File: src/rtl/seu_onehot_fsm.sv
module seu_onehot_fsm (
  input  logic       clk,
  input  logic       rst,
  input  logic       start,
  input  logic       advance,
  input  logic       ack,
  input  logic       force_en,
  input  logic [3:0] force_code,
  output logic [3:0] state,
  output logic       err_flag,
  output logic       upset_pulse
);

  localparam logic [3:0] ST_IDLE = 4'b0001;
  localparam logic [3:0] ST_RUN  = 4'b0010;
  localparam logic [3:0] ST_DONE = 4'b0100;
  localparam logic [3:0] ST_ERR  = 4'b1000;

  logic [3:0] state_q, state_d;
  logic [2:0] ones;
  logic       code_bad;
  logic       upset_q;

  assign ones = {2'b00, state_q[0]} + {2'b00, state_q[1]}
              + {2'b00, state_q[2]} + {2'b00, state_q[3]};
  assign code_bad = (ones != 3'd1);

  always_comb begin
    state_d = ST_ERR;
    if (!code_bad) begin
      case (state_q)
        ST_IDLE: state_d = start   ? ST_RUN  : ST_IDLE;
        ST_RUN:  state_d = advance ? ST_DONE : ST_RUN;
        ST_DONE: state_d = advance ? ST_IDLE : ST_DONE;
        ST_ERR:  state_d = ack     ? ST_IDLE : ST_ERR;
        default: state_d = ST_ERR;
      endcase
    end
  end

  always_ff @(posedge clk) begin
    if (rst) begin
      state_q <= ST_IDLE;
      upset_q <= 1'b0;
    end else if (force_en) begin
      state_q <= force_code;
      upset_q <= 1'b0;
    end else begin
      state_q <= state_d;
      upset_q <= code_bad;
    end
  end

  assign state       = state_q;
  assign err_flag    = (state_q == ST_ERR);
  assign upset_pulse = upset_q;

  p_reset_idle_r1: assert property (@(posedge clk)
    rst |=> (state == ST_IDLE && !upset_pulse));

  p_idle_start_r2: assert property (@(posedge clk) disable iff (rst)
    (state == ST_IDLE && start && !force_en) |=> state == ST_RUN);

  p_run_hold_r3: assert property (@(posedge clk) disable iff (rst)
    (state == ST_RUN && !advance && !force_en) |=> state == ST_RUN);

  p_done_wrap_r4: assert property (@(posedge clk) disable iff (rst)
    (state == ST_DONE && advance && !force_en) |=> state == ST_IDLE);

  p_err_hold_r6: assert property (@(posedge clk) disable iff (rst)
    (state == ST_ERR && !ack && !force_en) |=> err_flag);

  p_err_ack_r6: assert property (@(posedge clk) disable iff (rst)
    (state == ST_ERR && ack && !force_en) |=> state == ST_IDLE);

  p_bad_to_err_r7: assert property (@(posedge clk) disable iff (rst)
    ($countones(state) != 1 && !force_en) |=> (state == ST_ERR && upset_pulse));

  p_legal_after_step_r7: assert property (@(posedge clk) disable iff (rst)
    !force_en |=> $countones(state) == 1);

  p_pulse_single_r8: assert property (@(posedge clk) disable iff (rst)
    (upset_pulse && !force_en) |=> !upset_pulse);

  p_pulse_in_err_r8: assert property (@(posedge clk) disable iff (rst)
    upset_pulse |-> err_flag);

  p_force_load_r9: assert property (@(posedge clk) disable iff (rst)
    force_en |=> (state == $past(force_code) && !upset_pulse));

endmodule

File: config.mk
export PLATFORM = sky130hd
export DESIGN_NAME = seu_onehot_fsm
export DESIGN_NICKNAME = d
export VERILOG_FILES = /design/src/rtl/seu_onehot_fsm.sv
export SDC_FILE = /design/constraint.sdc
export NUM_CORES = 1
export LEC_CHECK = 0
export CAP_MARGIN = 20
export CORE_AREA = 5 5 42 44
export DETAILED_ROUTE_END_ITERATION = 10
export DIE_AREA = 0 0 47 49
export DONT_BUFFER_PORTS = 1
export HOLD_SLACK_MARGIN = 0.1
export SLEW_MARGIN = 30
export SYNTH_ARGS = -nofsm -noshare
export SYNTH_HDL_FRONTEND = slang
export SYNTH_SLANG_ARGS = --single-unit
File: constraint.sdc
create_clock -name clk -period 2.45 [get_ports clk]
set_clock_uncertainty 0.05 [all_clocks]
set_input_delay 0.6125 -clock clk [delete_from_list [all_inputs] [get_ports clk]]
set_output_delay 0.6125 -clock clk [all_outputs]
set_load 0.01 [all_outputs]
==> results of run 1 <==
## worst reg2reg max path: cells and delay by family (launching register included)
family / cells / cell delay (ns)
AO/OA/AOI/OAI: 2 / 0.43
adder cells (fa/ha/maj): 3 / 0.92
buffers and inverters: 2 / 0.09
AND/OR/NAND/NOR: 1 / 0.56
flip-flops: 1 / 0.33
## registers in the layout, summed over array words and instances, names as in the netlist
name	cells
upset_pulse	1
state	4
## cell families (layout without fill, tap and decap cells)
| family | after synthesis | in the layout | synth area share |
|---|---|---|---|
| and+or+nand+nor | 16 | 16 | 0.258 |
| AOI/OAI and AO/OA | 11 | 11 | 0.208 |
| buffers and inverters | 8 | 18 | 0.0755 |
| adders and majority gates | 6 | 6 | 0.208 |
| DFF | 5 | 5 | 0.252 |
## timing repair
| action | CTS | global route |
|---|---|---|
| pin swaps | 1 | 5 |
| gates cloned | 0 | 0 |
| endpoints found under the setup margin | 1 | 3 |
| hold endpoints to repair | 0 | 0 |
| resized for setup | 0 | 6 |
## synth_stat cells
master / instances
nand3b_1: 3
o311ai_0: 1
nor2_1: 1
nand2_1: 4
nor2b_1: 1
a21oi_1: 3
o2111ai_1: 1
nand2b_1: 1
a221oi_1: 1
and3_1: 1
fa_1: 1
nand4b_1: 1
o2bb2ai_1: 1
dfxtp_1: 5
nor3_1: 2
or4b_4: 1
or4b_1: 1
a211oi_1: 1
o31ai_1: 1
a21oi_2: 1
inv_1: 8
ha_1: 5
a211o_1: 1
## layout by cell type (no fill, tap or decap), drive strengths merged, types with 2 or more instances in the layout
| cell | n |
|---|---|
| clkbuf | 4 |
| dfxtp | 5 |
| nand3b | 3 |
| inv | 8 |
| nor3 | 2 |
| nand2 | 4 |
| or4b | 2 |
| ha | 5 |
| a21oi | 4 |
| buf | 6 |
## layer usage
layer	vias to the layer above	wire length [um]
li1	186	-
met1	175	387
met2	12	490
met3	2	62
met4	0	23
met5	-	0
## final timing paths
| path | end | cells after the start | slack (ns) |
|---|---|---|---|
| setup / recovery | state[2] | 8 | 0.005 |
| hold / removal | state[2] | 1 | 0.37 |
| setup reg to reg | state[2] | 8 | 0.005 |
| hold reg to reg | upset_pulse | 2 | 0.57 |
## power by group through the flow
stage | logic (mW) | registers [mW] | clock network, mW
floorplan | 0.0681 | 0.106 | 0
global placement | 0.109 | 0.0991 | 0
detailed placement | 0.110 | 0.0995 | 0
CTS | 0.111 | 0.0977 | 0.103
global route | 0.134 | 0.100 | 0.114
finish | 0.121 | 0.0990 | 0.102
## cell type report
class                      instances  share of cell area
multi-input combinational         33               0.565
clock buffer                       4              0.0507
timing repair buffer               6              0.0870
inverter                           8              0.0580
sequential                         5               0.200
tap                               16              0.0386
## per-stage QoR
step / instances / power, mW
CTS: 72 / 0.312
global route: 72 / 0.349
global placement: 68 / 0.208
floorplan: 46 / 0.175
detailed placement: 68 / 0.210
finish: 72 / 0.322
==> flow_metrics.env, run 1 <==
export IMPL_finalSetupViolCount=0
export IMPL_die_h_um=49
export IMPL_die_w_um=47
export IMPL_ys_top_cells_by_area="dfxtp_1 (25%), ha_1 (16%), inv_1 (7.5%)"
export IMPL_first_pass_iters=3
export IMPL_max_stage_delay_ns=0.56
export IMPL_post_route_cell_area_um2=518
export IMPL_clk_latency_ns=0.25
export IMPL_h_tree_depth=1
export IMPL_dpl_worst_slack_ns=-0.0141
export IMPL_n_antenna_cell=0
export IMPL_synth_nets=62
export IMPL_drcViolationCount=0
export IMPL_ys_warn_count=0
export IMPL_place_congestion=0.757
export IMPL_slew_viol_final=0
export IMPL_antenna_left=0
export IMPL_fillers=144
export IMPL_post_route_util=0.370
export IMPL_nets=73
export IMPL_avgViaCountPerCell=5.21
export IMPL_cts_hold_buf=0
export IMPL_p_int_mw=0.213
export IMPL_tightest_slew_ns=0.308
export IMPL_critPathSlowestCell="or4b_4"
export IMPL_overflow=0
export IMPL_wire_per_inst_um=13.4
export IMPL_hold_start="rst"
export IMPL_synth_distinct_cells=23
export IMPL_tns_ns=0
export IMPL_portBuffers=0
export IMPL_multiInputGateArea_um2=293
export IMPL_fin_crit_ns=2.45
export IMPL_regArea_um2=104
export IMPL_seq_area_frac_synth=0.252
export IMPL_switching_share=0.338
export IMPL_synth_top_area_frac=0.252
export IMPL_final_hold_viol_count=0
export IMPL_switchingPower_mw=0.109
export IMPL_start_util=0.284
export IMPL_combPwrFrac=0.376
export IMPL_timing_final_crit_share=0.998
export IMPL_syn_inst=46
export IMPL_clk_pin_slew_worst_paths_ns=0.05
export IMPL_ctsRootBufferMaster="clkbuf_4"
export IMPL_r2r_start="state[3]"
export IMPL_wirelength_um=962
export IMPL_crit_path_start_kind="register"
export IMPL_arrival_ns=2.58
export IMPL_synth_area_um2=398
export IMPL_drive_gt1_frac=0.339
export IMPL_vdd_drop_max_mv=0.253
export IMPL_dp_hpwl_um=778
export IMPL_num_rows=14
export IMPL_areaGrowthSynthToFinish_pct=30.2
export IMPL_ys_ff_latch=5
export IMPL_via_count=375
export IMPL_use_met2=0.133
export IMPL_grt_max_degree=10
export IMPL_gr_usage_all_layers=0.0996
export IMPL_antenna_found_initial=0
export IMPL_grt_util_met1=0.129
export IMPL_p_leak_nw=0.217
export IMPL_drv_cap=0
export IMPL_power_frac_clock=0.316
export IMPL_synth_top_area_cell="dfxtp_1"
export IMPL_rsz0062_at_grt="yes"
export IMPL_layout_setup_ws_ns=0.00452
export IMPL_cts_sinks=5
export IMPL_relSlewSlack=0.792
export IMPL_seqPwrFrac=0.308
export IMPL_cpLargestDelayFamily="adder cells"
export IMPL_grt_pass1_vias=363
export IMPL_worstPathMaxFanout=4
export IMPL_busiest_layer="met2"
export IMPL_cts_tree="done"
export IMPL_cts_setup_buffers=0
export IMPL_cp_buffers_inverters=2
export IMPL_hold_slack_ns=0.373
export IMPL_pwr_density_cell_nw_per_um2=621
export IMPL_crit_path_end_kind="register"
export IMPL_dr_first_iter_drc_count=6
export IMPL_critPathKind="reg -> reg"
export IMPL_numCtsBuffers=3
export IMPL_hold_path_class="in -> reg"
export IMPL_fmax_ghz=0.409
export IMPL_grt_use_met3=0.0332
export IMPL_placed_area_um2=467
export IMPL_path_cells="inv_2 > fa_1 > inv_2 > ha_4 > ha_4 > or4b_4 > a211o_1 > a21oi_2"
export IMPL_required_ns=2.58
export IMPL_clk_path_buf_depth=2
export IMPL_boundaryPins=16
export IMPL_grt_pass1_wl_mm=1.64
export IMPL_startpoint="state[3]"
export IMPL_dieArea_um2=2300
export IMPL_postSynthAreaPerCell_um2=8.65
export IMPL_core_area_um2=1400
export IMPL_status="finished, final reports clean"
Note: power is estimated with default switching activity, not from simulation.
==> run 2, diff against run 1 <==
==> constraint.sdc (replaced) <==
create_clock -name clk -period 2.68 [get_ports clk]
set_clock_uncertainty 0.05 [all_clocks]
set_input_delay 0.67 -clock clk [delete_from_list [all_inputs] [get_ports clk]]
set_output_delay 0.67 -clock clk [all_outputs]
set_load 0.01 [all_outputs]
==> flow_metrics.env, run 2 (synthesized netlist as in run 1, its figures left out) <==
export IMPL_max_stage_delay_ns=0.56
export IMPL_switching_share=0.321
export IMPL_first_pass_iters=4
export IMPL_drive_gt1_frac=0.151
export IMPL_cts_sinks=5
export IMPL_finalSetupViolCount=0
export IMPL_crit_path_start_kind="register"
export IMPL_die_h_um=49
export IMPL_fillers=162
export IMPL_areaGrowthSynthToFinish_pct=17.3
export IMPL_dieArea_um2=2300
export IMPL_place_congestion=0.764
export IMPL_portBuffers=0
export IMPL_critPathSlowestCell="or4b_4"
export IMPL_regArea_um2=100
export IMPL_cts_hold_buf=0
export IMPL_grt_max_degree=11
export IMPL_dr_first_iter_drc_count=1
export IMPL_fin_crit_ns=2.47
export IMPL_layout_commonest_cell="inv_1"
export IMPL_arrival_ns=2.59
export IMPL_num_rows=14
export IMPL_nets=70
export IMPL_antenna_left=0
export IMPL_h_tree_depth=1
export IMPL_power_frac_clock=0.320
export IMPL_whs_path_depth=1
export IMPL_crit_cells=8
export IMPL_boundaryPins=16
export IMPL_pwr_density_cell_nw_per_um2=570
export IMPL_final_hold_viol_count=0
export IMPL_fmax_ghz=0.405
export IMPL_dp_hpwl_um=796
export IMPL_drcViolationCount=0
export IMPL_crit_path_end_kind="register"
export IMPL_timing_final_crit_share=0.921
export IMPL_status="finished, final reports clean"
export IMPL_p_leak_nw=0.208
export IMPL_cts_tree="done"
export IMPL_seqPwrFrac=0.339
export IMPL_multiInputGateArea_um2=268
export IMPL_overflow=0
export IMPL_wirelength_um=930
export IMPL_placed_area_um2=440
export IMPL_grt_pass1_vias=367
export IMPL_clk_pin_slew_worst_paths_ns=0.04
export IMPL_path_cells="inv_1 > fa_1 > inv_1 > ha_1 > ha_1 > or4b_4 > a211o_1 > a21oi_2"
export IMPL_start_util=0.284
export IMPL_tns_ns=0
export IMPL_finalPower_mw=0.266
export IMPL_core_area_um2=1400
export IMPL_cts_resized=0
export IMPL_cts_setup_buffers=0
export IMPL_worstPathMaxFanout=4
export IMPL_cp_buffers_inverters=2
export IMPL_gr_usage_all_layers=0.0953
export IMPL_clk_path_buf_depth=2
export IMPL_combPwrFrac=0.341
export IMPL_switchingPower_mw=0.0854
export IMPL_grt_pass1_wl_mm=1.59
export IMPL_via_count=367
export IMPL_largest_reg_flops=4
export IMPL_post_route_cell_area_um2=467
export IMPL_layout_setup_ws_ns=0.212
export IMPL_rr_worst_depth=8
export IMPL_hold_path_class="in -> reg"
export IMPL_tightest_slew_ns=0.379
export IMPL_numCtsBuffers=3
export IMPL_ctsRootBufferMaster="clkbuf_4"
export IMPL_clk_latency_ns=0.24
export IMPL_hold_slack_ns=0.438
export IMPL_vdd_drop_max_mv=0.285
export IMPL_die_w_um=47
export IMPL_critPathKind="reg -> reg"
export IMPL_dpl_worst_slack_ns=0.206
export IMPL_final_cell_mix="inv_1 (8), ha_1 (5), dfxtp_1 (5)"
export IMPL_drv_cap=0
export IMPL_required_ns=2.81
export IMPL_avgViaCountPerCell=5.32
export IMPL_antenna_found_initial=0
export IMPL_wire_per_inst_um=13.5
export IMPL_rsz0062_at_grt="no"
export IMPL_cpLargestDelayFamily="adder cells"
export IMPL_p_int_mw=0.181
export IMPL_relSlewSlack=0.747
export IMPL_n_antenna_cell=0
export IMPL_slew_viol_final=0
## run 2: cell count changes in the layout (fill, tap and decap cells not counted), sizes merged
cell	before	now
buf	6	3
## run 2: area by class of cell
cell class | instances | share of cell area
Multi-Input combinational cell | 33 | 0.574
Sequential cell | 5 | 0.214
Inverter | 8 | 0.0643
Clock buffer | 4 | 0.0563
Timing Repair Buffer | 3 | 0.0483
Tap cell | 16 | 0.0429
## run 2: metrics by stage
stage | instances | util
2_1_floorplan | 46 | -
3_3_place_gp | 65 | 0.314
3_5_place_dp | 65 | 0.314
4_1_cts | 69 | 0.333
5_1_grt | 69 | 0.333
6_report | 69 | 0.333
## run 2: worst paths after layout
check	start	end	slack (ns)
worst min register to register	state[3]	state[2]	0.66
worst max-delay path	state[0]	state[2]	0.21
worst max register to register	state[0]	state[2]	0.21
worst min-delay path	rst	state[2]	0.44
## run 2: routing by layer
| metal | track usage | wire length, um |
|---|---|---|
| met5 | 0 | 0 |
| met1 | 0.0951 | 364 |
| met3 | 0.0406 | 73 |
| met2 | 0.149 | 475 |
| met4 | 0.0691 | 17 |
## run 2: worst register-to-register path: stages, from the launching register on
cell and delay, ns:
dfxtp_1 0.31, inv_1 0.08, fa_1 0.53, inv_1 0.04
ha_1 0.18, ha_1 0.28, or4b_4 0.56, a211o_1 0.25
a21oi_2 0.11
## run 2: power groups by stage
stage | Combinational [mW] | Clock (mW) | Sequential (mW)
3_3_place_gp | 0.0910 | 0 | 0.0917
3_5_place_dp | 0.0925 | 0 | 0.0913
2_1_floorplan | 0.0622 | 0 | 0.0961
4_1_cts | 0.0927 | 0.0894 | 0.0901
6_report | 0.0907 | 0.0852 | 0.0901
5_1_grt | 0.104 | 0.0946 | 0.0908
==> run 3, diff against run 2 <==
--- a/config.mk
+++ b/config.mk
@@ -11,6 +11,7 @@
 export DIE_AREA = 0 0 47 49
 export DONT_BUFFER_PORTS = 1
 export HOLD_SLACK_MARGIN = 0.1
+export PLACE_DENSITY = 0.4
 export SLEW_MARGIN = 30
 export SYNTH_ARGS = -nofsm -noshare
 export SYNTH_HDL_FRONTEND = slang
==> constraint.sdc (replaced) <==
create_clock -name clk -period 2.6 [get_ports clk]
set_clock_uncertainty 0.05 [all_clocks]
set_input_delay 0.65 -clock clk [delete_from_list [all_inputs] [get_ports clk]]
set_output_delay 0.65 -clock clk [all_outputs]
set_load 0.01 [all_outputs]
==> flow_metrics.env, run 3 (synthesized netlist as in run 1, its figures left out) <==
export IMPL_grt_max_degree=11
export IMPL_cts_hold_buf=0
export IMPL_final_hold_viol_count=0
export IMPL_clk_pin_slew_worst_paths_ns=0.04
export IMPL_dr_first_iter_drc_count=3
export IMPL_antenna_found_initial=0
export IMPL_final_cell_mix="inv_1 (8), ha_1 (5), dfxtp_1 (5)"
export IMPL_h_tree_depth=1
export IMPL_hold_path_class="in -> reg"
export IMPL_boundaryPins=16
export IMPL_core_area_um2=1400
export IMPL_pwr_density_cell_nw_per_um2=597
export IMPL_clk_path_buf_depth=2
export IMPL_ctsRootBufferMaster="clkbuf_4"
export IMPL_fin_crit_ns=2.50
export IMPL_die_w_um=47
export IMPL_place_congestion=0.716
export IMPL_portBuffers=0
export IMPL_critPathKind="reg -> reg"
export IMPL_areaGrowthSynthToFinish_pct=17.3
export IMPL_dieArea_um2=2300
export IMPL_endpoint="state[2]"
export IMPL_wirelength_mm=1.07
export IMPL_fmax_ghz=0.401
export IMPL_grt_pass1_wl_mm=1.74
export IMPL_drcViolationCount=0
export IMPL_n_antenna_cell=0
export IMPL_placed_area_um2=440
export IMPL_status="finished, final reports clean"
export IMPL_clk_latency_ns=0.24
export IMPL_r2r_setup_slack_ns=0.10
export IMPL_drive_gt1_frac=0.151
export IMPL_largest_reg_flops=4
export IMPL_nets=70
export IMPL_relSlewSlack=0.735
export IMPL_die_h_um=49
export IMPL_grt_pass1_vias=364
export IMPL_tightest_slew_ns=0.397
export IMPL_rr_worst_depth=8
export IMPL_num_rows=14
export IMPL_cts_tree="done"
export IMPL_stdcell_count=69
export IMPL_numCtsBuffers=3
export IMPL_cts_sinks=5
export IMPL_drv_cap=0
export IMPL_crit_path_end_kind="register"
export IMPL_slew_viol_final=0
export IMPL_post_route_cell_area_um2=467
export IMPL_start_util=0.284
export IMPL_arrival_ns=2.62
export IMPL_layout_commonest_cell="inv_1"
export IMPL_dp_hpwl_um=883
export IMPL_r2r_start="state[0]"
export IMPL_overflow=0
export IMPL_via_count=366
export IMPL_worstPathMaxFanout=4
export IMPL_timing_final_crit_share=0.960
export IMPL_dp_cells=65
export IMPL_layout_setup_ws_ns=0.105
export IMPL_first_pass_iters=2
export IMPL_crit_path_start_kind="register"
export IMPL_finalSetupViolCount=0
export IMPL_r2r_end="state[2]"
export IMPL_antenna_left=0
export IMPL_gr_usage_all_layers=0.109
export IMPL_dpl_worst_slack_ns=0.0927
export IMPL_finalPower_mw=0.279
export IMPL_vdd_drop_max_mv=0.239
export IMPL_required_ns=2.73
export IMPL_p_leak_nw=0.208
export IMPL_wire_per_inst_um=15.4
export IMPL_avgViaCountPerCell=5.30
export IMPL_tns_ns=0
export IMPL_startpoint="state[0]"
export IMPL_rsz0062_at_grt="yes"
==> run 3: cell counts in the layout (fill, tap and decap cells not counted) <==
No cell type changed its count.
==> run 3: metrics by stage <==
step / util / hold WS, ns
after floorplan: - / 0.636
after global placement: 0.314 / 0.637
after detailed placement: 0.314 / 0.652
after CTS: 0.333 / 0.408
after global routing: 0.333 / 0.401
final: 0.333 / 0.415
==> run 3: area by class of cell <==
class	count	area, um2
Tap cell	16	20.0
Inverter	8	30.0
Clock buffer	4	26.3
Sequential cell	5	100
Multi-Input combinational cell	33	268
Fill cell	149	935
Timing Repair Buffer	3	22.5
==> run 3: metal layers <==
| metal | GRT usage | part of all wire |
|---|---|---|
| met1 | 0.119 | 0.39 |
| met2 | 0.152 | 0.47 |
| met3 | 0.0664 | 0.11 |
| met4 | 0.0737 | 0.027 |
| met5 | 0 | 0 |
==> run 3: how the worst min path moves through the flow <==
stage	end	startpoint	slack, ns	depth (start not counted)
2_1_floorplan	state[2]	state[3]	0.64	2
3_3_place_gp	state[2]	state[3]	0.64	3
3_5_place_dp	state[2]	state[3]	0.65	3
4_1_cts	state[2]	rst	0.41	1
5_1_grt	state[2]	rst	0.40	1
6_report	state[2]	rst	0.41	1
==> run 3: critical path, cell delays in order, from the launching register on <==
cell,delay [ns]
dfxtp_1,0.32
inv_1,0.09
fa_1,0.53
inv_1,0.04
ha_1,0.17
ha_1,0.31
or4b_4,0.57
a211o_1,0.25
a21oi_2,0.10
==> run 3: what timing repair did <==
item,CTS,global route
resized for setup,0,0
setup buffers,0,0
endpoints found under the setup margin,0,1
==> run 3: power breakdown <==
part / switching [mW] / internal [mW]
registers: 0.00711 / 0.0859
clock network: 0.0314 / 0.0580
logic: 0.0529 / 0.0434
